## config.mk

```make
export PLATFORM = sky130hd
export DESIGN_NAME = quad_pos_counter
export DESIGN_NICKNAME = d
export VERILOG_FILES = /design/src/rtl/qd_pkg.sv /design/src/rtl/qd_sync.sv /design/src/rtl/qd_edge.sv /design/src/rtl/qd_accum.sv /design/src/rtl/quad_pos_counter.sv
export SDC_FILE = /design/constraint.sdc
export NUM_CORES = 1
export LEC_CHECK = 0
export BUFFER_PORTS_ARGS = -buffer_cell sky130_fd_sc_hd__buf_4
export CAP_MARGIN = 5
export CORE_MARGIN = 5
export CORE_UTILIZATION = 60
export CTS_CLUSTER_SIZE = 14
export DETAILED_ROUTE_END_ITERATION = 10
export PLACE_DENSITY = 0.88
export SYNTH_ARGS = -nofsm -noshare
export SYNTH_HDL_FRONTEND = slang
export SYNTH_SLANG_ARGS = --single-unit
export TNS_END_PERCENT = 20
```

## constraint.sdc

```tcl
create_clock -name clk_i -period 4.2 [get_ports clk_i]
set_input_delay 0.84 -clock clk_i [delete_from_list [all_inputs] [get_ports clk_i]]
set_output_delay 0.84 -clock clk_i [all_outputs]
set_load 0.01 [all_outputs]
```

## src/rtl/qd_pkg.sv

```systemverilog
package qd_pkg;
  typedef struct packed {
    logic a;
    logic b;
  } ab_t;
  localparam int unsigned AB_W = $bits(ab_t);
endpackage

```

## src/rtl/qd_sync.sv

```systemverilog
module qd_sync #(
  parameter int unsigned STAGES = 2,
  parameter int unsigned WIDTH  = 2
) (
  input  logic             clk_i,
  input  logic             rst_ni,
  input  logic [WIDTH-1:0] d_i,
  output logic [WIDTH-1:0] q_o
);
  logic [STAGES-1:0][WIDTH-1:0] chain_q;

  for (genvar s = 0; s < STAGES; s++) begin : g_stage
    if (s == 0) begin : g_first
      always_ff @(posedge clk_i or negedge rst_ni) begin
        if (!rst_ni) chain_q[s] <= '0;
        else         chain_q[s] <= d_i;
      end
    end else begin : g_next
      always_ff @(posedge clk_i or negedge rst_ni) begin
        if (!rst_ni) chain_q[s] <= '0;
        else         chain_q[s] <= chain_q[s-1];
      end
    end
  end

  assign q_o = chain_q[STAGES-1];
endmodule

```

## src/rtl/qd_edge.sv

```systemverilog
module qd_edge
  import qd_pkg::*;
(
  input  logic clk_i,
  input  logic rst_ni,
  input  ab_t  now_i,
  output logic step_o,
  output logic up_o,
  output logic both_o
);
  ab_t prev_q;
  logic chg_a, chg_b;

  always_ff @(posedge clk_i or negedge rst_ni) begin
    if (!rst_ni) prev_q <= '0;
    else         prev_q <= now_i;
  end

  assign chg_a  = now_i.a ^ prev_q.a;
  assign chg_b  = now_i.b ^ prev_q.b;
  assign step_o = chg_a ^ chg_b;
  assign both_o = chg_a & chg_b;
  // previous A against present B resolves direction without a state table
  assign up_o   = prev_q.a ^ now_i.b;
endmodule

```

## src/rtl/qd_accum.sv

```systemverilog
module qd_accum #(
  parameter int unsigned POS_W = 32
) (
  input  logic             clk_i,
  input  logic             rst_ni,
  input  logic             clr_i,
  input  logic             step_i,
  input  logic             up_i,
  input  logic             both_i,
  output logic             cnt_o,
  output logic             dir_o,
  output logic             err_o,
  output logic [POS_W-1:0] pos_o
);
  localparam logic [POS_W-1:0] ONE = POS_W'(1);

  always_ff @(posedge clk_i or negedge rst_ni) begin
    if (!rst_ni) begin
      cnt_o <= 1'b0;
      dir_o <= 1'b0;
      err_o <= 1'b0;
      pos_o <= '0;
    end else if (clr_i) begin
      cnt_o <= 1'b0;
      err_o <= 1'b0;
      pos_o <= '0;
    end else begin
      cnt_o <= step_i;
      if (both_i) err_o <= 1'b1;
      if (step_i) begin
        dir_o <= up_i;
        pos_o <= up_i ? pos_o + ONE : pos_o - ONE;
      end
    end
  end
endmodule

```

## src/rtl/quad_pos_counter.sv

```systemverilog
module quad_pos_counter
  import qd_pkg::*;
#(
  parameter int unsigned POS_W       = 32,
  parameter int unsigned SYNC_STAGES = 2
) (
  input  logic             clk_i,
  input  logic             rst_ni,
  input  logic             clr_i,
  input  logic             a_i,
  input  logic             b_i,
  output logic             cnt_o,
  output logic             dir_o,
  output logic             err_o,
  output logic [POS_W-1:0] pos_o
);
  ab_t raw_ab, sync_ab;
  logic step, up, both;

  assign raw_ab = '{a: a_i, b: b_i};

  qd_sync #(.STAGES(SYNC_STAGES), .WIDTH(AB_W)) u_sync (
    .clk_i (clk_i),
    .rst_ni(rst_ni),
    .d_i   (raw_ab),
    .q_o   (sync_ab)
  );

  qd_edge u_edge (
    .clk_i (clk_i),
    .rst_ni(rst_ni),
    .now_i (sync_ab),
    .step_o(step),
    .up_o  (up),
    .both_o(both)
  );

  qd_accum #(.POS_W(POS_W)) u_accum (
    .clk_i (clk_i),
    .rst_ni(rst_ni),
    .clr_i (clr_i),
    .step_i(step),
    .up_i  (up),
    .both_i(both),
    .cnt_o (cnt_o),
    .dir_o (dir_o),
    .err_o (err_o),
    .pos_o (pos_o)
  );
endmodule

```

==> flow_metrics.tcl <==
set metrics [dict create \
    outcome "finished, final reports clean" \
    design.die.area_um2 7480 \
    initial_standard_cell_utilization_of_the_core_pct 62.6 \
    timing.clock.skew_ns 0.0148 \
    cts.sink_count 41 \
    dominantRegCellSynth "dfrtp_1" \
    mappedNetlistNets 454 \
    yosysWarningCount 0 \
    power_density_nw_per_um2 721 \
    postSynthCellCount 445 \
    report.final.setup_viol 0 \
    post-cts-setup-buffer-count 0 \
    power.sequential.fraction_pct 31.5 \
    gp_routability_congestion 0.913 \
    final_antenna_net_count 0 \
    final-max-slew-violation-count 0 \
    worst_setup_hold_path_clk_slew_ns 0.10 \
    first_global_vias 3284 \
    synth.mux.area_fraction_pct 7.66 \
    maxSlewHeadroom_pct 47.5 \
    yosys.cell_types.count 72 \
    area_overhead_vs_synth_pct 9.37 \
    portbufs 39 \
    synth_top_cell_area_share_pct 29.2 \
    num_vias 3611 \
    io_pins 40 \
    detail_route.iter0.violations 510 \
    synth-adder-area-share_pct 1.43 \
    horiz_die_dim_um 86.5 \
    share_comb_of_total_power_pct 58.1 \
    edff_count_synth 0 \
    dieHeight_um 86.5 \
    drc 0 \
    layout_cell_share_with_drive_strength_beyond_1_pct 16.6 \
    tightestPinTransition_ns 0.781 \
    synthXorXnorAreaFrac_pct 4.45 \
    swShare_pct 51.0 \
    avgRoutedWirePerCell_um 19.2 \
    drt-vias-per-instance 6.90 \
    clock_latency_ns 0.31 \
    dominant_combinational_cell_family_by_area_after_synthesis "simple AND/OR/NAND/NOR gates" \
    internal_power_mw 1.36 \
    global_route.usage.total_pct 27.7 \
    critical_path_arrival_ns 3.34 \
    total_switching_power_mw 1.41 \
    synth.cells.most_frequent "56 x nor2_1, 41 x dfrtp_1, 38 x clkbuf_1" \
    synth_most_common_cell "nor2_1" \
    crit_chain "xor2_2 -> buf_4 -> inv_2 -> ha_1 -> a21oi_1 -> or3b_2 -> nor3_1 -> a211oi_2 -> mux2_4" \
    cts_tree "yes" \
    netlist_area_before_placement_um2 3510 \
    finalNetCount 459 \
    crit_buf_inv 2 \
    cts_max_path_buffers 2 \
    grt_overflow_total 0 \
    detailed_place_hpwl_um 6920 \
    clock_power_share_pct 10.3 \
    synth_async_sr_flop_share_pct 100 \
    numCtsBuffers 5 \
    timing.hold.worst.class "reg -> reg" \
    grt_antenna_before_repair 0 \
    maximum_number_of_pins_on_one_net_before_global_route_repair 57 \
    report.final.hold_viol_count 0 \
    synth_compound_area_share_pct 15.8 \
    timing.setup.critical_path_class "reg -> reg" \
    grt_first_pass_wirelength_um 16900 \
    synth_area_per_cell_um2 7.89 \
    yosysTopAreaCell "dfrtp_1" \
    timing.hold.ws_ns 0.362 \
    htree_num_levels 2 \
    final_min_period_over_clock_period_pct 74.6 \
    timing.max_cap.violations 0 \
    cpMaxStageDelayCell "or3b_2" \
    yosys_register_bits 41 \
    cp_top_family "buffers and inverters" \
    n_antenna_cell 0 \
    clockRootBuffer "clkbuf_8" \
    cts-hold-fix-buffers 0 \
    critical_path.endpoint_type "flop" \
    site_row_count 27 \
    timing.critical_path.slowest_cell_delay_ns 0.47 \
    cellLeakagePower_nw 1.68 \
    floorplan.core_area_um2 5610 \
    finalCriticalPeriod_ns 3.13 \
    max_freq_mhz 319 \
    critical_path.max_fanout 35 \
    cts.repair.resized 0 \
    synth_seq_area_share_pct 29.2 \
    post_synth_main_area_contributors "dfrtp_1 29%, nor2_1 6.0%, clkbuf_1 4.1%" \
    unrepaired_setup_endpoints_after_global_routing "no" \
    power.ir.vdd_worst_uv 362 \
    synth_simple_gate_area_share_pct 35.6 \
    worstSetupStartpointType "flop" \
    crit_required_ns 4.40 \
    first_pass_drt_iterations 5 \
    drt-total-wl_um 10000 \
    setup_tns_ns 0 \
]
-- logic make-up after synthesis --
| family | count (synthesis) |
|---|---|
| and+or+nand+nor | 235 |
| adders and majority gates | 4 |
| DFF | 41 |
| buffers and inverters | 51 |
| xor gates and xnor gates | 17 |
| AOI/OAI and AO/OA | 72 |
| muxes | 25 |
-- power by group through the flow --
stage / registers, mW / logic (mW) / clock network (mW)
floorplan: 0.663 / 1.27 / 0
global placement: 0.853 / 1.54 / 0
detailed placement: 0.858 / 1.57 / 0
CTS: 0.853 / 1.58 / 0.295
global route: 0.898 / 1.77 / 0.311
finish: 0.873 / 1.61 / 0.286
-- routing by layer --
metal	global-route usage [%]	wire length [um]	up-vias	share of wire, %
met5	0	0	-	0
met3	5.23	1030	23	10
met4	7.22	189	0	1.9
met2	42.3	4520	224	45
met1	40.3	4290	1707	43
li1	-	-	1657	-
-- stage by stage --
step	utilization [%]	worst slack (ns)	area, um^2	instances	total power, mW
CTS	68.5	1.09	3840	523	2.73
global placement	66.8	1.21	3750	515	2.39
finish	68.5	1.07	3840	523	2.77
global route	68.5	0.841	3840	523	2.98
floorplan	-	0.636	3510	445	1.94
detailed placement	66.8	1.12	3750	515	2.42
-- layout make-up --
cell class | instances | area [um^2]
Timing Repair Buffer | 44 | 330
Clock inverter | 3 | 25.0
Clock buffer | 5 | 68.8
Sequential cell | 41 | 1030
Fill cell | 512 | 1770
Inverter | 5 | 18.8
Multi-Input combinational cell | 353 | 2280
Tap cell | 72 | 90.1
-- state kept, by name, indices dropped and copies added, names as in the netlist --
name	cells
u_accum.dir_o	1
u_accum.pos_o	32
u_sync.q_o	2
u_edge.prev_q	2
u_accum.cnt_o	1
u_accum.err_o	1
u_sync.chain_q	2
-- path summary, 6_finish.rpt --
kind / startpoint / to / slack (ns) / cells after the start
max in group asynchronous: rst_ni / u_accum.pos_o[25] / 3.31 / 1
hold / removal: u_sync.chain_q[1] / u_sync.q_o[1] / 0.36 / 0
setup reg to reg: u_sync.q_o[0] / u_accum.pos_o[31] / 1.07 / 9
min in group asynchronous: rst_ni / u_sync.q_o[1] / 0.51 / 1
setup / recovery: u_sync.q_o[0] / u_accum.pos_o[31] / 1.07 / 9
hold reg to reg: u_sync.chain_q[1] / u_sync.q_o[1] / 0.36 / 0
-- cells in the final DEF (no fill, tap or decap), drive strengths merged, types with 15 or more instances in the layout --
master,n
nor2,56
a21oi,15
nor3,21
buf,44
dfrtp,41
nor4,21
nand3,28
nand2,32
(Power assumes the default switching activity.)
